File: src/rtl/bcd_rtc_pkg.sv
package bcd_rtc_pkg;

  localparam int ADDR_W = 5;

  localparam logic [ADDR_W-1:0] RA_CTRL    = 5'h00;
  localparam logic [ADDR_W-1:0] RA_SEC     = 5'h01;
  localparam logic [ADDR_W-1:0] RA_MIN     = 5'h02;
  localparam logic [ADDR_W-1:0] RA_HOUR    = 5'h03;
  localparam logic [ADDR_W-1:0] RA_DAY     = 5'h04;
  localparam logic [ADDR_W-1:0] RA_MON     = 5'h05;
  localparam logic [ADDR_W-1:0] RA_YEAR    = 5'h06;
  localparam logic [ADDR_W-1:0] RA_WDAY    = 5'h07;
  localparam logic [ADDR_W-1:0] RA_ASEC    = 5'h08;
  localparam logic [ADDR_W-1:0] RA_AMIN    = 5'h09;
  localparam logic [ADDR_W-1:0] RA_AHOUR   = 5'h0A;
  localparam logic [ADDR_W-1:0] RA_ADAY    = 5'h0B;
  localparam logic [ADDR_W-1:0] RA_AMON    = 5'h0C;
  localparam logic [ADDR_W-1:0] RA_AYEAR   = 5'h0D;
  localparam logic [ADDR_W-1:0] RA_COMP_HI = 5'h0E;
  localparam logic [ADDR_W-1:0] RA_COMP_LO = 5'h0F;

  typedef enum logic [2:0] {
    F_SEC, F_MIN, F_HOUR, F_DAY, F_MON, F_YEAR, F_WDAY, F_NONE
  } field_e;

  typedef struct packed {
    logic [6:0] year;
    logic [3:0] mon;
    logic [4:0] day;
    logic [2:0] wday;
    logic [4:0] hour;
    logic [5:0] min;
    logic [5:0] sec;
  } rtc_time_t;

  typedef struct packed {
    logic [6:0] year;
    logic [3:0] mon;
    logic [4:0] day;
    logic [4:0] hour;
    logic [5:0] min;
    logic [5:0] sec;
  } rtc_alarm_t;

  function automatic field_e field_of(input logic [ADDR_W-1:0] a);
    case (a)
      RA_SEC,  RA_ASEC:  return F_SEC;
      RA_MIN,  RA_AMIN:  return F_MIN;
      RA_HOUR, RA_AHOUR: return F_HOUR;
      RA_DAY,  RA_ADAY:  return F_DAY;
      RA_MON,  RA_AMON:  return F_MON;
      RA_YEAR, RA_AYEAR: return F_YEAR;
      RA_WDAY:           return F_WDAY;
      default:           return F_NONE;
    endcase
  endfunction

  function automatic logic [7:0] to_bcd(input logic [6:0] v);
    logic [6:0] tens;
    logic [6:0] ones;
    tens = v / 7'd10;
    ones = v - tens * 7'd10;
    return {tens[3:0], ones[3:0]};
  endfunction

  function automatic logic [6:0] from_bcd(input logic [7:0] b);
    return 7'(b[7:4]) * 7'd10 + 7'(b[3:0]);
  endfunction

  function automatic logic bcd_ok(input logic [7:0] b);
    return (b[7:4] < 4'd10) && (b[3:0] < 4'd10);
  endfunction

  function automatic logic [4:0] month_len(input logic [3:0] m, input logic leap);
    case (m)
      4'd4, 4'd6, 4'd9, 4'd11: return 5'd30;
      4'd2:                    return leap ? 5'd29 : 5'd28;
      default:                 return 5'd31;
    endcase
  endfunction

  function automatic logic [7:0] hour_to_reg(input logic [4:0] h, input logic m12);
    logic [6:0] shown;
    if (!m12) return to_bcd(7'(h));
    shown = (h >= 5'd12) ? 7'(h) - 7'd11 : 7'(h) + 7'd1;
    return to_bcd(shown) | ((h >= 5'd12) ? 8'h80 : 8'h00);
  endfunction

endpackage

File: src/rtl/rtc_cal_step.sv
module rtc_cal_step
  import bcd_rtc_pkg::*;
(
  input  rtc_time_t cur,
  output rtc_time_t nxt
);

  logic       leap;
  logic [4:0] last_day;

  assign leap     = (cur.year[1:0] == 2'b00);
  assign last_day = month_len(cur.mon, leap);

  always_comb begin
    nxt = cur;
    if (cur.sec != 6'd59) begin
      nxt.sec = cur.sec + 6'd1;
    end else begin
      nxt.sec = 6'd0;
      if (cur.min != 6'd59) begin
        nxt.min = cur.min + 6'd1;
      end else begin
        nxt.min = 6'd0;
        if (cur.hour != 5'd23) begin
          nxt.hour = cur.hour + 5'd1;
        end else begin
          nxt.hour = 5'd0;
          nxt.wday = (cur.wday >= 3'd6) ? 3'd0 : cur.wday + 3'd1;
          if (cur.day < last_day) begin
            nxt.day = cur.day + 5'd1;
          end else begin
            nxt.day = 5'd1;
            if (cur.mon < 4'd12) begin
              nxt.mon = cur.mon + 4'd1;
            end else begin
              nxt.mon  = 4'd1;
              nxt.year = (cur.year >= 7'd99) ? 7'd0 : cur.year + 7'd1;
            end
          end
        end
      end
    end
  end

endmodule

File: src/rtl/rtc_drift_comp.sv
module rtc_drift_comp #(
  parameter int COMP_W = 16,
  parameter int PERIOD = 3600,
  parameter int FIRST  = 1800
) (
  input  logic              clk,
  input  logic              rst,
  input  logic              sec_in,
  input  logic [COMP_W-1:0] comp,
  output logic              step
);

  localparam int CNT_MAX = (PERIOD > FIRST) ? PERIOD : FIRST;
  localparam int CNT_W   = $clog2(CNT_MAX + 1);
  localparam int ACC_W   = COMP_W + 2;
  localparam logic signed [ACC_W-1:0] ONE  = ACC_W'(2 ** (COMP_W - 1));
  localparam logic signed [ACC_W-1:0] MONE = -ONE;

  logic [CNT_W-1:0]        cnt_q;
  logic signed [ACC_W-1:0] acc_q, acc_n, sum;
  logic                    extra_q, due, skip, ins;

  always_comb begin
    due   = sec_in && (cnt_q == CNT_W'(1));
    sum   = acc_q + $signed({{2{comp[COMP_W-1]}}, comp});
    skip  = 1'b0;
    ins   = 1'b0;
    acc_n = acc_q;
    if (due) begin
      if (sum >= ONE) begin
        ins   = 1'b1;
        acc_n = sum - ONE;
      end else if (sum <= MONE) begin
        skip  = 1'b1;
        acc_n = sum + ONE;
      end else begin
        acc_n = sum;
      end
    end
    step = (sec_in && !skip) || extra_q;
  end

  always_ff @(posedge clk) begin
    if (rst) begin
      cnt_q   <= CNT_W'(FIRST);
      acc_q   <= '0;
      extra_q <= 1'b0;
    end else begin
      if (sec_in) cnt_q <= due ? CNT_W'(PERIOD) : cnt_q - CNT_W'(1);
      acc_q   <= acc_n;
      extra_q <= ins || (extra_q && sec_in && !skip);
    end
  end

endmodule

File: src/rtl/rtc_wr_decode.sv
module rtc_wr_decode
  import bcd_rtc_pkg::*;
(
  input  field_e     field,
  input  logic       mode12,
  input  logic [7:0] wdata,
  output logic [6:0] value,
  output logic       bad
);

  logic [7:0] b;
  logic [6:0] v;
  logic [6:0] h12;

  always_comb begin
    case (field)
      F_SEC, F_MIN:   b = {1'b0, wdata[6:0]};
      F_HOUR, F_DAY:  b = {2'b00, wdata[5:0]};
      F_MON:          b = {3'b000, wdata[4:0]};
      F_WDAY:         b = {5'b00000, wdata[2:0]};
      default:        b = wdata;
    endcase
    v     = from_bcd(b);
    h12   = (v > 7'd12) ? 7'd12 : v;
    value = v;
    bad   = !bcd_ok(b);
    case (field)
      F_SEC, F_MIN: if (v >= 7'd60) bad = 1'b1;
      F_HOUR: begin
        if (mode12) begin
          if (wdata[7])          value = h12 + 7'd11;
          else if (h12 == 7'd0)  bad   = 1'b1;
          else                   value = h12 - 7'd1;
        end else if (v > 7'd23) begin
          bad = 1'b1;
        end
      end
      F_DAY:  if (v == 7'd0 || v > 7'd31) bad = 1'b1;
      F_MON: begin
        if (v == 7'd0) value = 7'd1;
        if (v > 7'd12) bad = 1'b1;
      end
      F_WDAY: if (v > 7'd6) bad = 1'b1;
      F_YEAR: ;
      default: begin
        value = 7'd0;
        bad   = 1'b0;
      end
    endcase
  end

endmodule

File: src/rtl/rtc_read_mux.sv
module rtc_read_mux
  import bcd_rtc_pkg::*;
(
  input  logic [ADDR_W-1:0] addr,
  input  logic [4:0]        ctrl,
  input  rtc_time_t         cur,
  input  rtc_alarm_t        alm,
  input  logic [15:0]       comp,
  output logic [7:0]        data
);

  always_comb begin
    case (addr)
      RA_CTRL:    data = {3'b000, ctrl};
      RA_SEC:     data = to_bcd(7'(cur.sec));
      RA_MIN:     data = to_bcd(7'(cur.min));
      RA_HOUR:    data = hour_to_reg(cur.hour, ctrl[2]);
      RA_DAY:     data = to_bcd(7'(cur.day));
      RA_MON:     data = to_bcd(7'(cur.mon));
      RA_YEAR:    data = to_bcd(cur.year);
      RA_WDAY:    data = to_bcd(7'(cur.wday));
      RA_ASEC:    data = to_bcd(7'(alm.sec));
      RA_AMIN:    data = to_bcd(7'(alm.min));
      RA_AHOUR:   data = hour_to_reg(alm.hour, ctrl[2]);
      RA_ADAY:    data = to_bcd(7'(alm.day));
      RA_AMON:    data = to_bcd(7'(alm.mon));
      RA_AYEAR:   data = to_bcd(alm.year);
      RA_COMP_HI: data = comp[15:8];
      RA_COMP_LO: data = comp[7:0];
      default:    data = 8'h00;
    endcase
  end

endmodule

File: src/rtl/bcd_rtc.sv
module bcd_rtc
  import bcd_rtc_pkg::*;
#(
  parameter int COMP_PERIOD = 3600,
  parameter int COMP_FIRST  = 1800
) (
  input  logic              clk,
  input  logic              rst,
  input  logic              sec_pulse,
  input  logic              wr_en,
  input  logic              rd_en,
  input  logic [ADDR_W-1:0] addr,
  input  logic [7:0]        wdata,
  output logic [7:0]        rd_data,
  output logic              evt_tick,
  output logic              evt_alarm,
  output logic              evt_err
);

  localparam int COMP_W = 16;

  logic [4:0]        ctrl_q;
  logic [COMP_W-1:0] comp_q;
  rtc_time_t         cur_q, step_t, nxt_t;
  rtc_alarm_t        alm_q, alm_n;
  logic              step, wbad, wr_ok, is_time, is_alarm;
  logic              tick_hit, alarm_hit, err_hit;
  logic [6:0]        wval;
  logic [7:0]        mux_data;
  field_e            wfield;

  rtc_drift_comp #(
    .COMP_W (COMP_W),
    .PERIOD (COMP_PERIOD),
    .FIRST  (COMP_FIRST)
  ) u_drift (
    .clk    (clk),
    .rst    (rst),
    .sec_in (sec_pulse && ctrl_q[0]),
    .comp   (comp_q),
    .step   (step)
  );

  rtc_cal_step u_step (
    .cur (cur_q),
    .nxt (step_t)
  );

  assign wfield = wr_en ? field_of(addr) : F_NONE;

  rtc_wr_decode u_dec (
    .field  (wfield),
    .mode12 (ctrl_q[2]),
    .wdata  (wdata),
    .value  (wval),
    .bad    (wbad)
  );

  rtc_read_mux u_mux (
    .addr (addr),
    .ctrl (ctrl_q),
    .cur  (cur_q),
    .alm  (alm_q),
    .comp (comp_q),
    .data (mux_data)
  );

  assign is_time  = (addr >= RA_SEC)  && (addr <= RA_WDAY);
  assign is_alarm = (addr >= RA_ASEC) && (addr <= RA_AYEAR);
  assign wr_ok    = wr_en && !wbad;
  assign err_hit  = wr_en && (is_time || is_alarm) && wbad;

  always_comb begin
    nxt_t = step ? step_t : cur_q;
    alm_n = alm_q;
    if (wr_ok && is_time) begin
      case (wfield)
        F_SEC:  nxt_t.sec  = wval[5:0];
        F_MIN:  nxt_t.min  = wval[5:0];
        F_HOUR: nxt_t.hour = wval[4:0];
        F_DAY:  nxt_t.day  = wval[4:0];
        F_MON:  nxt_t.mon  = wval[3:0];
        F_YEAR: nxt_t.year = wval;
        F_WDAY: nxt_t.wday = wval[2:0];
        default: ;
      endcase
    end
    if (wr_ok && is_alarm) begin
      case (wfield)
        F_SEC:  alm_n.sec  = wval[5:0];
        F_MIN:  alm_n.min  = wval[5:0];
        F_HOUR: alm_n.hour = wval[4:0];
        F_DAY:  alm_n.day  = wval[4:0];
        F_MON:  alm_n.mon  = wval[3:0];
        F_YEAR: alm_n.year = wval;
        default: ;
      endcase
    end
    case (ctrl_q[4:3])
      2'd0:    tick_hit = 1'b1;
      2'd1:    tick_hit = (nxt_t.sec == 6'd0);
      2'd2:    tick_hit = (nxt_t.sec == 6'd0) && (nxt_t.min == 6'd0);
      default: tick_hit = (nxt_t.sec == 6'd0) && (nxt_t.min == 6'd0) && (nxt_t.hour == 5'd0);
    endcase
    alarm_hit = ctrl_q[1] &&
                (nxt_t.sec  == alm_q.sec)  && (nxt_t.min == alm_q.min) &&
                (nxt_t.hour == alm_q.hour) && (nxt_t.day == alm_q.day) &&
                (nxt_t.mon  == alm_q.mon)  && (nxt_t.year == alm_q.year);
  end

  always_ff @(posedge clk) begin
    if (rst) begin
      ctrl_q    <= '0;
      comp_q    <= '0;
      cur_q     <= '{year: 7'd0, mon: 4'd1, day: 5'd1, wday: 3'd0,
                     hour: 5'd0, min: 6'd0, sec: 6'd0};
      alm_q     <= '{year: 7'd4, mon: 4'd1, day: 5'd1,
                     hour: 5'd0, min: 6'd0, sec: 6'd0};
      rd_data   <= '0;
      evt_tick  <= 1'b0;
      evt_alarm <= 1'b0;
      evt_err   <= 1'b0;
    end else begin
      cur_q     <= nxt_t;
      alm_q     <= alm_n;
      evt_tick  <= step && tick_hit;
      evt_alarm <= step && alarm_hit;
      evt_err   <= err_hit;
      if (wr_en) begin
        case (addr)
          RA_CTRL:    ctrl_q         <= wdata[4:0];
          RA_COMP_HI: comp_q[15:8]   <= wdata;
          RA_COMP_LO: comp_q[7:0]    <= wdata;
          default: ;
        endcase
      end
      if (rd_en) rd_data <= mux_data;
    end
  end

endmodule

File: config.mk
export PLATFORM = sky130hd
export DESIGN_NAME = bcd_rtc
export DESIGN_NICKNAME = d
export VERILOG_FILES = /design/src/rtl/bcd_rtc_pkg.sv /design/src/rtl/rtc_cal_step.sv /design/src/rtl/rtc_drift_comp.sv /design/src/rtl/rtc_wr_decode.sv /design/src/rtl/rtc_read_mux.sv /design/src/rtl/bcd_rtc.sv
export SDC_FILE = /design/constraint.sdc
export NUM_CORES = 1
export LEC_CHECK = 0
export BUFFER_PORTS_ARGS = -buffer_cell sky130_fd_sc_hd__buf_2
export CORE_AREA = 8 8 182 141
export CTS_BUF_LIST = sky130_fd_sc_hd__clkbuf_8
export DETAILED_ROUTE_END_ITERATION = 12
export DIE_AREA = 0 0 190 149
export PLACE_DENSITY = 0.79
export SYNTH_ARGS = -nofsm -noshare
export SYNTH_HDL_FRONTEND = slang
export SYNTH_SLANG_ARGS = --single-unit
File: constraint.sdc
create_clock -name clk -period 7.6 [get_ports clk]
set_input_delay 0.38 -clock clk [delete_from_list [all_inputs] [get_ports clk]]
set_output_delay 0.38 -clock clk [all_outputs]
set_load 0.005 [all_outputs]
# Word level (Yosys, flattened, before mapping)
# Memory sizes are Yosys's and may differ from the RTL's.
# Index checks and enable logic that the tools add are counted.
[classes]
n_mux = 62
n_reduce_logical = 52
multipliers = 16
eq_ne = 38
n_div = 15
bitwise_logic = 2
magnitude_cmp = 19
add_sub_neg = 33
[op_table]
columns = ["operator", "count"]
rows = [
  ["$pmux 8 s16", 1],
  ["$mul 7x3->3 const B", 15],
  ["$mux 36", 2],
  ["$mux 7", 10],
  ["$sub 4x4->4", 14],
  ["$mux 8", 6],
  ["$eq 5x4->1 const B", 8],
  ["$mux 18", 2],
  ["$pmux 8 s4", 1],
  ["$mux 30", 1],
  ["$div 5x4->7 const B", 4],
  ["$div 6x4->7 const B", 4],
  ["$div 7x4->7 const B", 4],
  ["$mux 24", 1],
  ["$mux 6", 4],
  ["$logic_and 1x1->1", 23],
  ["$pmux 7 s3", 1],
  ["$eq 5x3->1 const B", 4],
  ["$mux 5", 4],
  ["$mux 19", 1],
  ["$add 18x16->18", 1],
  ["$add 18x17->18 const B", 1],
  ["$ge 18x17->1 const B", 1],
  ["$le 18x16->1 const B", 1],
  ["other kinds (65)", 123],
]
[word_totals]
wordCells = 261
mem_bits_ro = 48
register_bits = 132
memories = 1
input_bits = 18
[memory_table]
columns = ["name", "words", "width", "read_ports", "rd_clocked_by_memory_dff", "write_ports", "line", "source"]
rows = [
  ["(no name shown)", 16, 3, 1, 0, 0, "bcd_rtc_pkg.sv:46", "case (a)"],
]

# Depth between registers and ports, before layout
# An unclocked memory read counts as a cell.
[logic_depth]
word_depth = 27
depth_mapped = 34

# Hierarchy
# A second synthesis with hierarchy kept.
[hier_totals]
hier_cells = 1639
area_unflattened_um2 = 12734.7
[modules_own_cells]
columns = ["mod", "instances", "seq_area_each_um2", "cells_each", "area_per_inst_um2"]
rows = [
  ["bcd_rtc", 1, 2021.9, 531, 4834.6],
  ["rtc_read_mux", 1, 0.0, 510, 3528.4],
  ["rtc_drift_comp", 1, 620.6, 288, 2386.0],
  ["rtc_cal_step", 1, 0.0, 174, 1083.5],
  ["rtc_wr_decode", 1, 0.0, 136, 902.1],
]

# Least setup slack after synthesis
# No wires, ideal clock.
[synth_path]
kind = "in2reg"
start = "in addr[0]"
end = "reg evt_alarm"
t_required_ps = 7497
n_path_buf = 2
arrival_time_ps = 6994
setup_ps = 103
path_stages = 31
slack_ps = 503
cell_sequence = "inv_1 > ha_1 > o31ai_1 > and3_1 > clkbuf_1 > nor2_1 > o21ai_0 > inv_1 > ha_1 > ha_1 > inv_1 > fa_1 > nor2b_1 > o21ai_0 > a211oi_1 > mux2i_1 > buf_2 > nor2_1 > nand2_1 > ha_1 > nor3_1 > nand4_1 > or3_1 > a21oi_1 > xor2_1 > nor4_1 > a21oi_1 > nor4_1 > nand4_1 > or4_1 > a2111oi_2"
[synth_via]
elab_chain_cells = 27
[synth_lines]
columns = ["element", "line", "source"]
rows = [
  ["from (decl)", "bcd_rtc.sv:12", "input logic [ADDR_W-1:0] addr,"],
  ["parallel branches: the longest is 18 deep, another holds $add 7x4->7", "--", ""],
  ["$mux 36 (*)", "bcd_rtc.sv:76", "if (wr_ok && is_time) begin"],
  ["$eq 6x6->1", "bcd_rtc.sv:106", "(nxt_t.sec == alm_q.sec) && (nxt_t.min == alm_q.min) &&"],
  ["$logic_and 1x1->1", "bcd_rtc.sv:105", "alarm_hit = ctrl_q[1] &&"],
  ["$logic_and 1x1->1 (2 in a row)", "bcd_rtc.sv:106", ""],
  ["$logic_and 1x1->1 (2 in a row)", "bcd_rtc.sv:107", "(nxt_t.hour == alm_q.hour) && (nxt_t.day == alm_q.day) &&"],
  ["$logic_and 1x1->1 (*)", "bcd_rtc.sv:108", "(nxt_t.mon == alm_q.mon) && (nxt_t.year == alm_q.year);"],
  ["$logic_and 1x1->1 (*)", "bcd_rtc.sv:127", "evt_alarm <= step && alarm_hit;"],
  ["to (signal assigned)", "bcd_rtc.sv:127", ""],
  ["to (decl)", "bcd_rtc.sv:16", "output logic evt_alarm,"],
]
# Every way passes the cells marked *.
# A chain may end at the register's enable or synchronous reset.

# Worst setup path after layout
# Ends and elaborated chain as after synthesis.

==> impl_metrics.env <==
export IMPL_die_h_um=149
export IMPL_cts_tree="done"
export IMPL_intPower_mw=1.07
export IMPL_yosysSeqAreaShare_pct=19.7
export IMPL_rsz0062_at_grt="no"
export IMPL_finalPower_mw=1.65
export IMPL_ys_seq_elements=132
export IMPL_yosys_warnings=0
export IMPL_crit_required_ps=7980
export IMPL_switching_share_pct=35.4
export IMPL_syn_nets=1990
export IMPL_routedWlPerCell_um=23.1
export IMPL_cp_start_kind="primary input"
export IMPL_synthArstFlopShare_pct=0
export IMPL_status="finished, final reports clean"
export IMPL_pwr_share_clk_pct=38.9
export IMPL_htree_levels=4
export IMPL_firstDrtPassIters=6
export IMPL_drc=0
export IMPL_period_minus_slack_ps=7050
export IMPL_grt_total_usage_pct=34.1
export IMPL_max_cap_viol_count=0
export IMPL_clockBufferDepth=2
export IMPL_syn_avg_cell_area_sq_um=7.25
export IMPL_overflow=0
export IMPL_p_leak_nw=5.28
export IMPL_nets=1960
export IMPL_syn2layout_area_growth_pct=5.11
export IMPL_drtIter0Drc=2120
export IMPL_setup_violations=0
export IMPL_clk_latency_ps=490
export IMPL_syn_cell_area_sq_um=13400
export IMPL_first_global_vias=12900
export IMPL_worstPathMaxFanout=11
export IMPL_p_comb_share_pct=18.8
export IMPL_setup_tns_ps=0
export IMPL_crit_type="in2reg"
export IMPL_p_per_area_nw_per_um2=117
export IMPL_grt_max_degree=81
export IMPL_fin_skew_ps=13.4
export IMPL_synth_top_flop_cell="dfxtp_1"
export IMPL_drive_above_1_share_pct=8.12
export IMPL_dpl_instance_area_sq_um=13700
export IMPL_p_seq_share_pct=42.3
export IMPL_critPathMaxStageDelay_ps=570
export IMPL_die_area_sq_um=28300
export IMPL_hold_buffers=0
export IMPL_synth_edf_count=0
export IMPL_slew_viol_final=0
export IMPL_die_w_um=190
export IMPL_grt_pass1_wl_um=75800
export IMPL_yosysUniqueCellTypes=101
export IMPL_fmax_mhz=142
export IMPL_wl_um=49300
export IMPL_std_cell_rows=48
export IMPL_clock_root_buffer="clkbuf_8"
export IMPL_ant_nets=0
export IMPL_clk_pin_slew_worst_paths_ps=90
export IMPL_hpwl_um=38000
export IMPL_cts_made_buffers=17
export IMPL_io_buffer_count=28
export IMPL_hp_class="in2reg"
export IMPL_end_kind="flip-flop"
export IMPL_ios=29
export IMPL_gp_congestion=1.04
export IMPL_antenna_found_initial=0
export IMPL_syn_inst=1851
export IMPL_vias=14600
export IMPL_final_cell_area_sq_um=14100
export IMPL_num_antenna_cells=0
export IMPL_cp_num_buf_inv=6
export IMPL_period_share_pct=92.8
export IMPL_via_per_inst=6.82
export IMPL_clock_sinks=132
export IMPL_p_switching_uw=584
export IMPL_start_util_pct=59.2
export IMPL_cp_top_family="simple AND/OR/NAND/NOR gates"
export IMPL_worst_pin_slew_ps=1010
export IMPL_crit_arrival_ps=7440
export IMPL_holdWs_ps=195
export IMPL_vdd_drop_max_uv=105
export IMPL_slew_headroom_pct=31.8
export IMPL_core_sq_um=22600
export IMPL_hold_viol=0
export IMPL_slowest_stage="or4_1"
[cells by family (layout without fill, tap and decap cells)]
group                      Yosys count  in the layout  share of synthesized area [%]
and+or+nand+nor                    736            736                           27.1
xor gates and xnor gates            90             90                           5.88
buffers and inverters              213            196                           6.62
adders and majority gates          124            124                           12.3
DFF                                132            132                           19.7
AOI/OAI and AO/OA                  527            527                           26.2
muxes                               29             29                           2.23
[layout make-up]
cell class              count  area (sq um)
fillers                  2088          8540
clock buffers              17           234
well taps                 300           375
flip-flops and latches    132          2640
inverters                 101           379
repair buffers             63           405
multi-input cells        1506          9900
clock inverters            15           160
[synth_stat cells (17+ instances only)]
cell	instances	area, sq um
o211ai_1	20	150
nand3_1	77	385
and3_1	17	106
inv_1	101	379
o21ai_0	102	510
xnor2_1	71	622
a211oi_1	42	315
and2_1	23	144
nor2b_1	30	188
nor2_1	203	762
ha_1	107	1340
nand2b_1	22	138
clkbuf_1	88	330
dfxtp_1	132	2640
nor4_1	31	194
nand4_1	26	163
nor3_1	52	260
nand2_1	178	668
xor2_1	19	166
a21oi_1	149	746
o22ai_1	30	188
mux2i_1	22	220
a31oi_1	25	156
[metrics by stage]
step / setup WS [ps] / utilization [%] / std cells
6_report: 547 / 62.3 / 2134
4_1_cts: 483 / 62.2 / 2133
3_5_place_dp: 19.4 / 60.4 / 2101
3_3_place_gp: 218 / 60.4 / 2101
5_1_grt: 97.0 / 62.3 / 2134
2_1_floorplan: 503 / - / 1851
[per-layer routing]
layer,GRT usage (%),part of all wire (%),up-vias
li1,-,-,6687
met5,0,0,-
met3,10.1,14,111
met4,13.1,3.4,0
met2,44.8,39,1028
met1,50.4,43,6734
[placed cells by master, fill, tap and decap left out, drive strengths merged, types with 44 or more instances in the layout]
| master | instances |
|---|---|
| a211oi | 44 |
| a21oi | 149 |
| buf | 63 |
| dfxtp | 132 |
| ha | 107 |
| inv | 110 |
| nand2 | 178 |
| nand3 | 77 |
| nor2 | 203 |
| nor3 | 53 |
| o21ai | 103 |
| xnor2 | 71 |
[power by group through the flow]
stage	clock, mW	sequential [mW]	combinational (mW)
5_1_grt	0.670	0.699	0.331
2_1_floorplan	0	0.711	0.193
4_1_cts	0.642	0.698	0.296
3_3_place_gp	0	0.714	0.295
3_5_place_dp	0	0.714	0.294
6_report	0.642	0.698	0.311
[flip-flops by register name, indices dropped and copies added, names as in the netlist, 5 cells and up]
name and count:
ctrl_q 5, u_drift.cnt_q 12, u_drift.acc_q 18, cur_q 36, comp_q 16, rd_data 8, alm_q 33
[worst register-to-register path, stage by stage, from the launching register on]
cell      delay, ps
dfxtp_1         470
inv_1           110
fa_1            460
and2b_1         250
o221ai_1        220
a21o_1          290
and4b_1         200
or4_1           610
o21a_1          440
nor3_2          680
mux2_2          430
o21ai_0         310
nand2_1         110
or4b_1          510
or4_1           530
a22oi_1         160
[final timing paths]
| check | slack, ps | cells past startpoint | from | endpoint |
|---|---|---|---|---|
| hold / removal | 200 | 3 | wdata[4] | ctrl_q[4]$_SDFFE_PP0P_ |
| setup reg to reg | 1760 | 15 | comp_q[1]$_SDFFE_PP0P_ | evt_tick$_SDFF_PP0_ |
| hold reg to reg | 460 | 2 | u_drift.acc_q[0]$_SDFFE_PP0P_ | u_drift.acc_q[0]$_SDFFE_PP0P_ |
| setup / recovery | 550 | 33 | addr[0] | evt_alarm$_SDFF_PP0_ |
[what timing repair did]
action	4_1_cts	5_1_grt
hold endpoints to repair	0	0
gates resized for setup	0	2
buffers inserted	0	1
setup endpoints to repair	0	2
(Power assumes the default switching activity.)
